### src/rtl/tick_pkg.sv
package tick_pkg;

    localparam int DATA_W     = 32;
    localparam int MCR_ADDR   = 'h000;
    localparam int MDIS_BIT   = 1;
    localparam int CH_BASE    = 'h100;
    localparam int CH_STRIDE  = 'h10;

    // Register slot inside a channel block, selected by address bits [3:2]
    typedef enum logic [1:0] {
        SEL_RELOAD = 2'd0,
        SEL_COUNT  = 2'd1,
        SEL_CTRL   = 2'd2,
        SEL_EVENT  = 2'd3
    } reg_sel_e;

    // Channel control word: bit 0 run, bit 1 interrupt enable, bit 2 cascade
    typedef struct packed {
        logic cascade;
        logic ie;
        logic run;
    } chan_ctrl_t;

    function automatic int ch_index_w(input int n);
        return (n > 1) ? $clog2(n) : 1;
    endfunction

endpackage

### src/rtl/tick_decode.sv
module tick_decode
    import tick_pkg::*;
#(
    parameter int NUM_CH = 4,
    parameter int ADDR_W = 12,
    localparam int IDX_W = ch_index_w(NUM_CH)
) (
    input  logic [ADDR_W-1:0] addr,
    output logic              mcr_hit,
    output logic              ch_hit,
    output logic [IDX_W-1:0]  ch_idx,
    output reg_sel_e          sel
);

    logic block_ok;
    logic idx_ok;

    always_comb begin
        mcr_hit  = (addr == ADDR_W'(MCR_ADDR));
        block_ok = (addr[ADDR_W-1:8] == (ADDR_W-8)'(CH_BASE >> 8)) && (addr[1:0] == 2'b00);
        idx_ok   = (32'(addr[7:4]) < NUM_CH);
        ch_hit   = block_ok && idx_ok;
        ch_idx   = addr[4 +: IDX_W];
        sel      = reg_sel_e'(addr[3:2]);
    end

endmodule

### src/rtl/tick_channel.sv
module tick_channel
    import tick_pkg::*;
#(
    parameter int CNT_W     = 32,
    parameter bit CAN_CHAIN = 1'b1
) (
    input  logic             clk,
    input  logic             rst,
    input  logic             mdis,
    input  logic             wr_reload,
    input  logic             wr_ctrl,
    input  logic             wr_event,
    input  logic [DATA_W-1:0] wdata,
    input  logic             prev_wrap,
    output logic [CNT_W-1:0] reload_q,
    output logic [CNT_W-1:0] count_q,
    output chan_ctrl_t       ctrl_q,
    output logic             event_q,
    output logic             armed_q,
    output logic             wrap_o,
    output logic             irq_o
);

    logic advance;
    logic first_load;
    logic step;

    always_comb begin
        advance    = (CAN_CHAIN && ctrl_q.cascade) ? prev_wrap : 1'b1;
        first_load = ctrl_q.run && !armed_q && !mdis;
        step       = ctrl_q.run && armed_q && !mdis && advance;
        wrap_o     = step && (count_q == '0);
        irq_o      = event_q && ctrl_q.ie;
    end

    always_ff @(posedge clk) begin
        if (rst) begin
            reload_q <= '0;
            count_q  <= '0;
            ctrl_q   <= '0;
            event_q  <= 1'b0;
            armed_q  <= 1'b0;
        end else begin
            if (wr_reload) begin
                reload_q <= wdata[CNT_W-1:0];
            end
            if (wr_ctrl) begin
                ctrl_q <= chan_ctrl_t'(wdata[2:0]);
            end
            if (!mdis) begin
                armed_q <= ctrl_q.run;
            end
            if (first_load) begin
                count_q <= reload_q;
            end else if (step) begin
                count_q <= (count_q == '0) ? reload_q : count_q - 1'b1;
            end
            if (wrap_o) begin
                event_q <= 1'b1;
            end else if (wr_event && wdata[0]) begin
                event_q <= 1'b0;
            end
        end
    end

endmodule

### src/rtl/tick_readmux.sv
module tick_readmux
    import tick_pkg::*;
#(
    parameter int NUM_CH = 4,
    parameter int CNT_W  = 32,
    localparam int IDX_W = ch_index_w(NUM_CH)
) (
    input  logic                          re,
    input  logic                          mcr_hit,
    input  logic                          ch_hit,
    input  logic [IDX_W-1:0]              ch_idx,
    input  reg_sel_e                      sel,
    input  logic                          mdis,
    input  logic [NUM_CH-1:0][CNT_W-1:0]  reload_v,
    input  logic [NUM_CH-1:0][CNT_W-1:0]  count_v,
    input  logic [NUM_CH-1:0][2:0]        ctrl_v,
    input  logic [NUM_CH-1:0]             event_v,
    output logic [DATA_W-1:0]             rdata
);

    always_comb begin
        rdata = '0;
        if (re && mcr_hit) begin
            rdata[MDIS_BIT] = mdis;
        end else if (re && ch_hit) begin
            unique case (sel)
                SEL_RELOAD: rdata = DATA_W'(reload_v[ch_idx]);
                SEL_COUNT:  rdata = DATA_W'(count_v[ch_idx]);
                SEL_CTRL:   rdata = DATA_W'(ctrl_v[ch_idx]);
                SEL_EVENT:  rdata = DATA_W'(event_v[ch_idx]);
                default:    rdata = '0;
            endcase
        end
    end

endmodule

### src/rtl/tick_bank.sv
module tick_bank
    import tick_pkg::*;
#(
    parameter int NUM_CH = 4,
    parameter int CNT_W  = 32,
    parameter int ADDR_W = 12
) (
    input  logic              clk,
    input  logic              rst,
    input  logic [ADDR_W-1:0] bus_addr,
    input  logic [DATA_W-1:0] bus_wdata,
    input  logic              bus_we,
    input  logic              bus_re,
    output logic [DATA_W-1:0] bus_rdata,
    output logic [NUM_CH-1:0] irq
);

    localparam int IDX_W = ch_index_w(NUM_CH);

    logic                         mcr_hit;
    logic                         ch_hit;
    logic [IDX_W-1:0]             ch_idx;
    reg_sel_e                     sel;
    logic                         mdis_q;

    logic [NUM_CH-1:0][CNT_W-1:0] reload_v;
    logic [NUM_CH-1:0][CNT_W-1:0] count_v;
    logic [NUM_CH-1:0][2:0]       ctrl_v;
    logic [NUM_CH-1:0]            event_v;
    logic [NUM_CH-1:0]            armed_v;
    logic [NUM_CH-1:0]            wrap_v;
    logic [NUM_CH-1:0]            prev_v;
    logic [NUM_CH-1:0]            run_v;
    logic [NUM_CH-1:0]            cascade_v;

    tick_decode #(.NUM_CH(NUM_CH), .ADDR_W(ADDR_W)) u_decode (
        .addr    (bus_addr),
        .mcr_hit (mcr_hit),
        .ch_hit  (ch_hit),
        .ch_idx  (ch_idx),
        .sel     (sel)
    );

    always_ff @(posedge clk) begin
        if (rst) begin
            mdis_q <= 1'b0;
        end else if (bus_we && mcr_hit) begin
            mdis_q <= bus_wdata[MDIS_BIT];
        end
    end

    for (genvar n = 0; n < NUM_CH; n++) begin : g_ch
        logic       hit_n;
        chan_ctrl_t ctrl_n;

        assign hit_n = bus_we && ch_hit && (ch_idx == IDX_W'(n));

        if (n == 0) begin : g_first
            assign prev_v[n] = 1'b0;
        end else begin : g_next
            assign prev_v[n] = wrap_v[n-1];
        end

        tick_channel #(.CNT_W(CNT_W), .CAN_CHAIN(n != 0)) u_chan (
            .clk       (clk),
            .rst       (rst),
            .mdis      (mdis_q),
            .wr_reload (hit_n && (sel == SEL_RELOAD)),
            .wr_ctrl   (hit_n && (sel == SEL_CTRL)),
            .wr_event  (hit_n && (sel == SEL_EVENT)),
            .wdata     (bus_wdata),
            .prev_wrap (prev_v[n]),
            .reload_q  (reload_v[n]),
            .count_q   (count_v[n]),
            .ctrl_q    (ctrl_n),
            .event_q   (event_v[n]),
            .armed_q   (armed_v[n]),
            .wrap_o    (wrap_v[n]),
            .irq_o     (irq[n])
        );

        assign ctrl_v[n]    = ctrl_n;
        assign run_v[n]     = ctrl_n.run;
        assign cascade_v[n] = ctrl_n.cascade;
    end

    tick_readmux #(.NUM_CH(NUM_CH), .CNT_W(CNT_W)) u_readmux (
        .re       (bus_re),
        .mcr_hit  (mcr_hit),
        .ch_hit   (ch_hit),
        .ch_idx   (ch_idx),
        .sel      (sel),
        .mdis     (mdis_q),
        .reload_v (reload_v),
        .count_v  (count_v),
        .ctrl_v   (ctrl_v),
        .event_v  (event_v),
        .rdata    (bus_rdata)
    );

endmodule

### config.mk
export PLATFORM = sky130hd
export DESIGN_NAME = tick_bank
export DESIGN_NICKNAME = d
export VERILOG_FILES = /design/src/rtl/tick_pkg.sv /design/src/rtl/tick_decode.sv /design/src/rtl/tick_channel.sv /design/src/rtl/tick_readmux.sv /design/src/rtl/tick_bank.sv
export SDC_FILE = /design/constraint.sdc
export NUM_CORES = 1
export LEC_CHECK = 0
export BUFFER_PORTS_ARGS = -buffer_cell sky130_fd_sc_hd__buf_4
export CAP_MARGIN = 20
export CORE_MARGIN = 2
export CORE_UTILIZATION = 60
export CTS_BUF_LIST = sky130_fd_sc_hd__clkbuf_8
export DETAILED_ROUTE_END_ITERATION = 8
export GPL_TIMING_DRIVEN = 1
export MAX_ROUTING_LAYER = met4
export PLACE_DENSITY = 0.78
export SYNTH_ARGS = -nofsm -noshare
export SYNTH_HDL_FRONTEND = slang
export SYNTH_SLANG_ARGS = --single-unit
export TNS_END_PERCENT = 10
### constraint.sdc
create_clock -name clk -period 3.18 [get_ports clk]
set_input_delay 0.477 -clock clk [delete_from_list [all_inputs] [get_ports clk]]
set_output_delay 0.477 -clock clk [all_outputs]
set_load 0.01 [all_outputs]
==> impl_metrics.prom, run 1 <==
# TYPE chip_impl_metric gauge
chip_impl_metric{name="proportion_of_layout_cells_with_a_drive_suffix_above_1",unit="%"} 18.2
chip_impl_metric{name="dieWidth",unit="um"} 167
chip_impl_metric{name="critical_path_depth",unit=""} 8
chip_impl_metric{name="critical_path_buf_inv_count",unit=""} 1
chip_impl_metric{name="ys_ff_latch",unit=""} 277
chip_impl_info{name="critPathCapture",value="g_ch[3].u_chan.count_q[27]$_SDFFE_PP0P_"} 1
chip_impl_metric{name="synth_seq_area_share",unit="%"} 34.9
chip_impl_info{name="worst_r2r_endpoint",value="g_ch[3].u_chan.count_q[27]$_SDFFE_PP0P_"} 1
chip_impl_metric{name="power_density",unit="mW/mm^2"} 382
chip_impl_info{name="synth_ff_type",value="sky130_fd_sc_hd__dfxtp_1"} 1
chip_impl_metric{name="globalRouteTotalUtil",unit="%"} 46.6
chip_impl_metric{name="initial_core_util",unit="%"} 61.1
chip_impl_metric{name="port-buffer-count",unit=""} 83
chip_impl_metric{name="cts.reportedPaths.clkPinSlew",unit="ns"} 0.06
chip_impl_info{name="clock_tree_from_tritoncts",value="done"} 1
chip_impl_metric{name="finalWorstPathRequiredPeriod",unit="ns"} 3.16
chip_impl_metric{name="drt_via_density",unit=""} 6.97
chip_impl_metric{name="die_h",unit="um"} 167
chip_impl_metric{name="grt-ovfl-total",unit=""} 0
chip_impl_metric{name="floorplan.core_area",unit="mm^2"} 0.0261
chip_impl_metric{name="drt_wl_total",unit="mm"} 64.0
chip_impl_metric{name="floorplan.rows",unit=""} 59
chip_impl_metric{name="setup_viol_count_final",unit=""} 0
chip_impl_metric{name="avgSynthCellArea",unit="um^2"} 7.68
chip_impl_metric{name="tritoncts_num_sinks",unit=""} 277
chip_impl_metric{name="reg2reg_setup_slack",unit="ns"} 0.02
chip_impl_metric{name="finish.instance_area",unit="mm^2"} 0.0182
chip_impl_metric{name="synthesis.yosys.warnings",unit=""} 0
chip_impl_metric{name="count_of_fill_cells_added_during_filler_insertion",unit=""} 2200
chip_impl_metric{name="cts_setup_buffers",unit=""} 0
chip_impl_metric{name="number_of_nets_produced_by_synthesis",unit=""} 2128
chip_impl_metric{name="wl_per_cell",unit="um"} 25.5
chip_impl_metric{name="timing_max_transition_violations_final",unit=""} 0
chip_impl_metric{name="max_clock_freq",unit="MHz"} 316
chip_impl_metric{name="final_cell_count_no_fill",unit=""} 2510
chip_impl_metric{name="wire_length_of_the_first_global_routing_pass",unit="mm"} 97.7
chip_impl_info{name="critical_path.startpoint",value="g_ch[1].u_chan.count_q[21]$_SDFFE_PP0P_"} 1
chip_impl_metric{name="cts_made_buffers",unit=""} 49
chip_impl_metric{name="finish.net_count",unit=""} 2197
chip_impl_metric{name="ir_worst_vdd",unit="V"} 0.000411
chip_impl_metric{name="mappedNetlistArea",unit="mm^2"} 0.0159
chip_impl_metric{name="worst_hold_slack",unit="ns"} 0.151
chip_impl_metric{name="fin_worst_skew",unit="ns"} 0.0313
chip_impl_metric{name="crit_path_max_incr_delay",unit="ns"} 0.59
chip_impl_metric{name="synth_enable_flop_cells",unit=""} 0
chip_impl_info{name="r2r-start",value="g_ch[1].u_chan.count_q[21]$_SDFFE_PP0P_"} 1
chip_impl_metric{name="clock_latency",unit="ns"} 0.59
chip_impl_metric{name="drt_iter0_markers",unit=""} 2779
chip_impl_metric{name="grt_pass1_vias",unit=""} 16300
chip_impl_metric{name="antenna_found_initial",unit=""} 6
chip_impl_metric{name="die-area",unit="mm^2"} 0.0278
chip_impl_info{name="critical_setup_path_kind",value="reg2reg"} 1
chip_impl_metric{name="synthCells",unit=""} 2072
chip_impl_metric{name="gp_congestion",unit=""} 1.06
chip_impl_metric{name="grt_start_max_net_pins",unit=""} 79
chip_impl_metric{name="num_vias",unit=""} 17500
chip_impl_metric{name="critical_path_peak_fanout",unit=""} 19
chip_impl_metric{name="critical_path_arrival",unit="ns"} 3.66
chip_impl_metric{name="static-leakage-power",unit="nW"} 6.42
chip_impl_metric{name="worst_slew_pin_slew",unit="ns"} 1.05
chip_impl_metric{name="cts_max_level",unit=""} 2
chip_impl_metric{name="max-slew-margin-rel",unit="%"} 30.2
chip_impl_metric{name="worst-r2r-cell-count",unit=""} 8
chip_impl_metric{name="area_growth",unit="%"} 14.4
chip_impl_info{name="critPathSlowestCell",value="sky130_fd_sc_hd__or4_1"} 1
chip_impl_info{name="cp-end-kind",value="register"} 1
chip_impl_metric{name="io_pins",unit=""} 84
chip_impl_metric{name="report.final.hold_viol_count",unit=""} 0
chip_impl_info{name="timing.critical_path.max_delay_family",value="simple AND/OR/NAND/NOR gates"} 1
chip_impl_info{name="min_path_type",value="in2reg"} 1
chip_impl_metric{name="remaining_drc_errors",unit=""} 0
chip_impl_metric{name="dp_hpwl",unit="mm"} 46.0
chip_impl_metric{name="clock_tree.buffer_depth",unit=""} 3
chip_impl_info{name="status",value="completed"} 1
chip_impl_metric{name="place.detailed.instances",unit=""} 2423
chip_impl_info{name="cp_cell_instances",value="or4_1, or4_4, o41ai_4, o211ai_2, a31oi_4, buf_12, nand2_4, o21ai_0"} 1
chip_impl_metric{name="max_cap_viol_count",unit=""} 0
chip_impl_metric{name="final_min_period_over_clock_period",unit="%"} 99.5
chip_impl_metric{name="placement.cell_area",unit="mm^2"} 0.0172
chip_impl_metric{name="antenna_left",unit=""} 0
chip_impl_info{name="unrepaired_setup_endpoints_after_global_routing",value="yes"} 1
chip_impl_info{name="critPathLaunchType",value="register"} 1
chip_impl_metric{name="firstDrtPassIters",unit=""} 6
chip_impl_metric{name="synthArstFlopShare",unit="%"} 0
chip_impl_info{name="cts_root_buffer",value="sky130_fd_sc_hd__clkbuf_8"} 1
chip_impl_metric{name="critPathRequiredTime",unit="ns"} 3.68
chip_impl_metric{name="number_of_distinct_standard_cells_referenced_by_the_synthesized_netlist",unit=""} 82
## cells by family (layout without fill, tap and decap cells)
logic type | count (synthesis) | after routing | synth area share (%)
flops | 277 | 277 | 34.9
other cells | 0 | 5 | 0
mux | 83 | 83 | 10.7
simple gates | 890 | 890 | 25.5
buf+inv | 210 | 308 | 5.58
compound gates | 604 | 604 | 22.7
fa+ha+maj | 8 | 8 | 0.629
## synthesized netlist by cell type (4+ instances only)
cell / n / area, um^2
sky130_fd_sc_hd__a21o_1: 10 / 75.1
sky130_fd_sc_hd__nand3_1: 38 / 190
sky130_fd_sc_hd__mux4_2: 68 / 1530
sky130_fd_sc_hd__or2_2: 16 / 100
sky130_fd_sc_hd__nand3b_1: 7 / 52.6
sky130_fd_sc_hd__a211oi_1: 21 / 158
sky130_fd_sc_hd__nand4_1: 21 / 131
sky130_fd_sc_hd__o41ai_1: 8 / 70.1
sky130_fd_sc_hd__or3_1: 20 / 125
sky130_fd_sc_hd__mux2i_1: 11 / 110
sky130_fd_sc_hd__nand2_1: 452 / 1700
sky130_fd_sc_hd__o31ai_1: 9 / 67.6
sky130_fd_sc_hd__a2bb2oi_1: 10 / 87.6
sky130_fd_sc_hd__o21ai_0: 116 / 581
sky130_fd_sc_hd__a221oi_1: 6 / 52.6
sky130_fd_sc_hd__o32ai_1: 11 / 96.3
sky130_fd_sc_hd__clkbuf_1: 139 / 522
sky130_fd_sc_hd__and2_1: 10 / 62.6
sky130_fd_sc_hd__nand2b_1: 11 / 68.8
sky130_fd_sc_hd__a31oi_1: 16 / 100
sky130_fd_sc_hd__buf_2: 13 / 65.1
sky130_fd_sc_hd__nor2_1: 146 / 548
sky130_fd_sc_hd__buf_6: 8 / 90.1
sky130_fd_sc_hd__o31a_1: 4 / 35.0
sky130_fd_sc_hd__o211ai_1: 16 / 120
sky130_fd_sc_hd__buf_4: 6 / 45.0
sky130_fd_sc_hd__inv_1: 26 / 97.6
sky130_fd_sc_hd__a21oi_1: 294 / 1470
sky130_fd_sc_hd__or4_1: 19 / 143
sky130_fd_sc_hd__and3_1: 10 / 62.6
sky130_fd_sc_hd__nor3b_1: 6 / 45.0
sky130_fd_sc_hd__buf_1: 15 / 56.3
sky130_fd_sc_hd__nor4_1: 39 / 244
sky130_fd_sc_hd__dfxtp_1: 277 / 5550
sky130_fd_sc_hd__o22ai_1: 13 / 81.3
sky130_fd_sc_hd__a22oi_1: 13 / 97.6
sky130_fd_sc_hd__nor2b_1: 6 / 37.5
sky130_fd_sc_hd__o21a_1: 6 / 45.0
sky130_fd_sc_hd__nor3_1: 69 / 345
sky130_fd_sc_hd__ha_1: 8 / 100
sky130_fd_sc_hd__o21ai_1: 12 / 60.1
## worst register-to-register path: cells and delay by family (launching register included)
| family | cells | cell delay [ns] |
|---|---|---|
| AND/OR/NAND/NOR | 3 | 1.36 |
| flip-flops | 1 | 0.31 |
| buffers and inverters | 1 | 0.17 |
| AO/OA/AOI/OAI | 4 | 1.25 |
## placed cells by master (no fill, tap or decap), types with 16 or more instances in the layout
cell and count:
sky130_fd_sc_hd__nand2_1 452, sky130_fd_sc_hd__a21oi_1 293, sky130_fd_sc_hd__dfxtp_1 277, sky130_fd_sc_hd__buf_4 186, sky130_fd_sc_hd__nor2_1 142, sky130_fd_sc_hd__o21ai_0 116
sky130_fd_sc_hd__mux4_2 68, sky130_fd_sc_hd__nor3_1 68, sky130_fd_sc_hd__clkbuf_8 57, sky130_fd_sc_hd__inv_1 45, sky130_fd_sc_hd__nor4_1 38, sky130_fd_sc_hd__nand3_1 38
sky130_fd_sc_hd__nand4_1 21, sky130_fd_sc_hd__a211oi_1 21, sky130_fd_sc_hd__or3_1 20, sky130_fd_sc_hd__or4_1 18, sky130_fd_sc_hd__o211ai_1 16
## report_power, final
part           internal [mW]  switching, mW  total, mW  leakage [nW]
clock                   1.66           1.53       3.19         0.526
combinational         0.0970          0.196      0.293          3.67
sequential              3.47       0.000373       3.47          2.23
## repair_timing
action / in CTS / in global routing
setup endpoints to repair: 0 / 11
gates resized for setup: 0 / 4
hold buffers: 0 / 0
## metrics by stage
stage / utilization, % / power (mW) / TNS, ns / worst slack [ns]
floorplan: - / 3.69 / 0 / 0.191
global placement: 66.2 / 3.83 / 0 / 0.194
detailed placement: 66.2 / 3.83 / 0 / 0.123
CTS: 69.6 / 6.93 / 0 / 0.101
global route: 69.8 / 7.11 / -0.0163 / -0.00974
finish: 69.8 / 6.95 / 0 / 0.0173
## cell type report
class                           count  area [um^2]  share of cell area [%]
Inverter                           28          105                   0.577
Timing Repair Buffer              200         1680                    9.22
Tap cell                          335          419                    2.30
Clock buffer                       56          771                    4.23
Antenna cell                        5         12.5                  0.0687
Multi-Input combinational cell   1585         9540                    52.4
Sequential cell                   277         5550                    30.5
Clock inverter                     24          126                   0.694
## worst min-delay path by stage
stage | startpoint | endpoint | slack (ns) | cells after the start
final | bus_wdata[8] | g_ch[0].u_chan.reload_q[8]$_SDFFE_PP0P_ | 0.15 | 3
after CTS | bus_wdata[8] | g_ch[2].u_chan.reload_q[8]$_SDFFE_PP0P_ | 0.15 | 3
after global routing | bus_wdata[13] | g_ch[3].u_chan.reload_q[13]$_SDFFE_PP0P_ | 0.16 | 3
after global placement | g_ch[1].u_chan.reload_q[16]$_SDFFE_PP0P_ | g_ch[1].u_chan.reload_q[16]$_SDFFE_PP0P_ | 0.46 | 2
after floorplan | g_ch[1].u_chan.reload_q[8]$_SDFFE_PP0P_ | g_ch[1].u_chan.reload_q[8]$_SDFFE_PP0P_ | 0.44 | 2
after detailed placement | g_ch[1].u_chan.reload_q[18]$_SDFFE_PP0P_ | g_ch[1].u_chan.reload_q[18]$_SDFFE_PP0P_ | 0.47 | 2
## state kept, by name, indices dropped and copies added (netlist names)
register,count
g_ch.u_chan.armed_q,4
g_ch.u_chan.count_q,128
g_ch.u_chan.ctrl_q,12
g_ch.u_chan.event_q,4
g_ch.u_chan.reload_q,128
mdis_q,1
## metal layers
layer	wire length [um]	share of wire, %	global-route usage [%]
met4	2860	4.5	17.2
met2	26600	41	65.7
met1	23800	37	61.9
met3	10800	17	15.9
met5	0	0	-
No activity file was read; power rests on OpenSTA's default activity.
==> inputs of run 2 (changes only) <==
--- a/config.mk
+++ b/config.mk
@@ -7,13 +7,15 @@
 export LEC_CHECK = 0
 export BUFFER_PORTS_ARGS = -buffer_cell sky130_fd_sc_hd__buf_4
 export CAP_MARGIN = 20
+export CELL_PAD_IN_SITES_DETAIL_PLACEMENT = 0
+export CELL_PAD_IN_SITES_GLOBAL_PLACEMENT = 1
 export CORE_MARGIN = 2
-export CORE_UTILIZATION = 60
+export CORE_UTILIZATION = 48
 export CTS_BUF_LIST = sky130_fd_sc_hd__clkbuf_8
 export DETAILED_ROUTE_END_ITERATION = 8
 export GPL_TIMING_DRIVEN = 1
 export MAX_ROUTING_LAYER = met4
-export PLACE_DENSITY = 0.78
+export PLACE_DENSITY_LB_ADDON = 0.1
 export SYNTH_ARGS = -nofsm -noshare
 export SYNTH_HDL_FRONTEND = slang
 export SYNTH_SLANG_ARGS = --single-unit
==> run 2 against run 1 <==
Net effect: setup slack gained 0.092 ns; via count decreased by 3.6%; wire length grew 3.3%; highest routed layer unchanged; register-to-register slack better by 0.09 ns; largest power group is now the clock network.
==> impl_metrics.prom, run 2 (same netlist as run 1, synthesis figures left out) <==
# TYPE chip_impl_metric gauge
chip_impl_metric{name="report.final.hold_viol_count",unit=""} 0
chip_impl_metric{name="initial_core_util",unit="%"} 48.8
chip_impl_metric{name="die_h",unit="um"} 186
chip_impl_metric{name="cts_repair_resize_count",unit=""} 0
chip_impl_metric{name="antenna_found_initial",unit=""} 2
chip_impl_metric{name="final_cell_count_no_fill",unit=""} 2629
chip_impl_info{name="status",value="completed"} 1
chip_impl_info{name="unrepaired_setup_endpoints_after_global_routing",value="no"} 1
chip_impl_metric{name="finish.instance_area",unit="mm^2"} 0.0185
chip_impl_metric{name="drt_via_density",unit=""} 6.41
chip_impl_metric{name="grt_pass1_vias",unit=""} 15300
chip_impl_metric{name="dieWidth",unit="um"} 186
chip_impl_metric{name="reg2reg_setup_slack",unit="ns"} 0.11
chip_impl_metric{name="proportion_of_layout_cells_with_a_drive_suffix_above_1",unit="%"} 18.7
chip_impl_info{name="worst_hold_startpoint",value="bus_wdata[10]"} 1
chip_impl_metric{name="tritoncts_num_sinks",unit=""} 277
chip_impl_metric{name="floorplan.core_area",unit="mm^2"} 0.0326
chip_impl_metric{name="drt_wl_total",unit="mm"} 66.2
chip_impl_metric{name="max_clock_freq",unit="MHz"} 326
chip_impl_metric{name="floorplan.rows",unit=""} 66
chip_impl_metric{name="setup_viol_count_final",unit=""} 0
chip_impl_metric{name="antenna_left",unit=""} 0
chip_impl_metric{name="place.detailed.instances",unit=""} 2533
chip_impl_metric{name="die-area",unit="mm^2"} 0.0346
chip_impl_info{name="worst_r2r_endpoint",value="g_ch[3].u_chan.count_q[30]$_SDFFE_PP0P_"} 1
chip_impl_metric{name="grt_start_max_net_pins",unit=""} 77
chip_impl_info{name="critical_setup_path_kind",value="reg2reg"} 1
chip_impl_metric{name="timing_max_transition_violations_final",unit=""} 0
chip_impl_metric{name="clock_tree.buffer_depth",unit=""} 3
chip_impl_info{name="critPathLaunchType",value="register"} 1
chip_impl_metric{name="area_growth",unit="%"} 16.2
chip_impl_metric{name="cts_made_buffers",unit=""} 52
chip_impl_metric{name="critPathRequiredTime",unit="ns"} 3.74
chip_impl_metric{name="layout_setup_ws",unit="ns"} 0.109
chip_impl_metric{name="worst_slew_pin_slew",unit="ns"} 1.01
chip_impl_metric{name="totalNegativeSetupSlack",unit="ns"} 0
chip_impl_metric{name="fin_worst_skew",unit="ns"} 0.0182
chip_impl_metric{name="max_cap_viol_count",unit=""} 0
chip_impl_info{name="layout_commonest_cell",value="sky130_fd_sc_hd__nand2_1"} 1
chip_impl_info{name="min_to",value="g_ch[0].u_chan.reload_q[10]$_SDFFE_PP0P_"} 1
chip_impl_metric{name="grt-ovfl-total",unit=""} 0
chip_impl_metric{name="firstDrtPassIters",unit=""} 6
chip_impl_info{name="cts_root_buffer",value="sky130_fd_sc_hd__clkbuf_8"} 1
chip_impl_metric{name="critical_path_peak_fanout",unit=""} 11
chip_impl_metric{name="port-buffer-count",unit=""} 83
chip_impl_info{name="layout.cells.most_common_list",value="sky130_fd_sc_hd__nand2_1, sky130_fd_sc_hd__a21oi_1, sky130_fd_sc_hd__dfxtp_1, sky130_fd_sc_hd__buf_4, sky130_fd_sc_hd__nor2_1"} 1
chip_impl_info{name="reg_top3",value="g_ch.u_chan.count_q: 128 flops, g_ch.u_chan.reload_q: 128 flops, g_ch.u_chan.ctrl_q: 12 flops"} 1
chip_impl_metric{name="num_vias",unit=""} 16900
chip_impl_metric{name="globalRouteTotalUtil",unit="%"} 39.8
chip_impl_metric{name="worst_hold_slack",unit="ns"} 0.109
chip_impl_metric{name="wl_per_cell",unit="um"} 25.2
chip_impl_metric{name="max-slew-margin-rel",unit="%"} 32.3
chip_impl_metric{name="worst-r2r-cell-count",unit=""} 8
chip_impl_metric{name="finish.net_count",unit=""} 2202
chip_impl_metric{name="detail_route.wirelength.met1",unit="mm"} 28.4
chip_impl_metric{name="gp_congestion",unit=""} 0.966
chip_impl_metric{name="wire_length_of_the_first_global_routing_pass",unit="mm"} 99.4
chip_impl_metric{name="cts_max_level",unit=""} 2
chip_impl_metric{name="finalWorstPathRequiredPeriod",unit="ns"} 3.07
chip_impl_metric{name="dp_hpwl",unit="mm"} 47.3
chip_impl_metric{name="post-place-ws",unit="ns"} 0.196
chip_impl_metric{name="drt_iter0_markers",unit=""} 2251
chip_impl_metric{name="cts_setup_buffers",unit=""} 0
chip_impl_metric{name="critical_path_arrival",unit="ns"} 3.63
chip_impl_metric{name="met3_wirelength",unit="mm"} 7.49
chip_impl_metric{name="cts.reportedPaths.clkPinSlew",unit="ns"} 0.07
chip_impl_info{name="min_path_type",value="in2reg"} 1
chip_impl_info{name="top_layer_used_by_detailed_routing",value="met4"} 1
chip_impl_metric{name="static-leakage-power",unit="nW"} 6.51
chip_impl_metric{name="cts.hold.buffers_added",unit=""} 0
chip_impl_info{name="cp-end-kind",value="register"} 1
chip_impl_metric{name="whs_path_depth",unit=""} 3
chip_impl_metric{name="clock_latency",unit="ns"} 0.64
chip_impl_metric{name="remaining_drc_errors",unit=""} 0
chip_impl_info{name="r2r-start",value="g_ch[2].u_chan.count_q[7]$_SDFFE_PP0P_"} 1
chip_impl_metric{name="placement.cell_area",unit="mm^2"} 0.0174
chip_impl_metric{name="final_min_period_over_clock_period",unit="%"} 96.6
chip_impl_metric{name="wl_met2",unit="mm"} 28.4
chip_impl_metric{name="ir_worst_vdd",unit="V"} 0.000365
chip_impl_info{name="clock_tree_from_tritoncts",value="done"} 1
chip_impl_metric{name="io_pins",unit=""} 84
chip_impl_metric{name="share_of_the_core_filled_with_cells",unit="%"} 56.7
chip_impl_metric{name="total_power",unit="mW"} 7.33
chip_impl_metric{name="power_density",unit="mW/mm^2"} 396
## run 2: cell type report
class	instances	area, um^2
Inverter	28	105
Timing Repair Buffer	202	1710
Fill cell	3083	14100
Clock buffer	66	908
Antenna cell	3	7.51
Sequential cell	277	5550
Clock inverter	26	139
Multi-Input combinational cell	1585	9530
Tap cell	442	553
## run 2: critical path, cell delays in order (launching register included)
cell                       delay, ns
sky130_fd_sc_hd__dfxtp_1        0.36
sky130_fd_sc_hd__or4_4          0.56
sky130_fd_sc_hd__or3_4          0.48
sky130_fd_sc_hd__nor4_1         0.41
sky130_fd_sc_hd__o211ai_2       0.30
sky130_fd_sc_hd__a31oi_4        0.37
sky130_fd_sc_hd__buf_4          0.22
sky130_fd_sc_hd__a21oi_1        0.08
sky130_fd_sc_hd__a211oi_2       0.21
## run 2: worst max-delay path by stage
| stage | start | end | slack, ns | cells after the start |
|---|---|---|---|---|
| 3_5_place_dp | g_ch[2].u_chan.count_q[7]$_SDFFE_PP0P_ | g_ch[3].u_chan.count_q[13]$_SDFFE_PP0P_ | 0.20 | 8 |
| 3_3_place_gp | g_ch[1].u_chan.count_q[21]$_SDFFE_PP0P_ | g_ch[3].u_chan.count_q[15]$_SDFFE_PP0P_ | 0.25 | 7 |
| 4_1_cts | g_ch[2].u_chan.count_q[7]$_SDFFE_PP0P_ | g_ch[3].u_chan.count_q[30]$_SDFFE_PP0P_ | 0.16 | 8 |
| 5_1_grt | g_ch[2].u_chan.count_q[7]$_SDFFE_PP0P_ | g_ch[3].u_chan.count_q[30]$_SDFFE_PP0P_ | 0.03 | 8 |
| 2_1_floorplan | bus_addr[5] | bus_rdata[6] | 0.19 | 6 |
| 6_report | g_ch[2].u_chan.count_q[7]$_SDFFE_PP0P_ | g_ch[3].u_chan.count_q[30]$_SDFFE_PP0P_ | 0.11 | 8 |
## run 2: routing by layer
layer  global-route usage, %  vias up
met5                       -        -
met4                    12.6        0
met3                    7.94      138
met2                    56.4      975
met1                    56.8     8120
li1                        -     7626
## run 2: power by group
part           internal (mW)  switching [mW]
Clock                   1.94            1.64
Sequential              3.47        0.000345
Combinational         0.0945           0.192
Total                   5.50            1.83
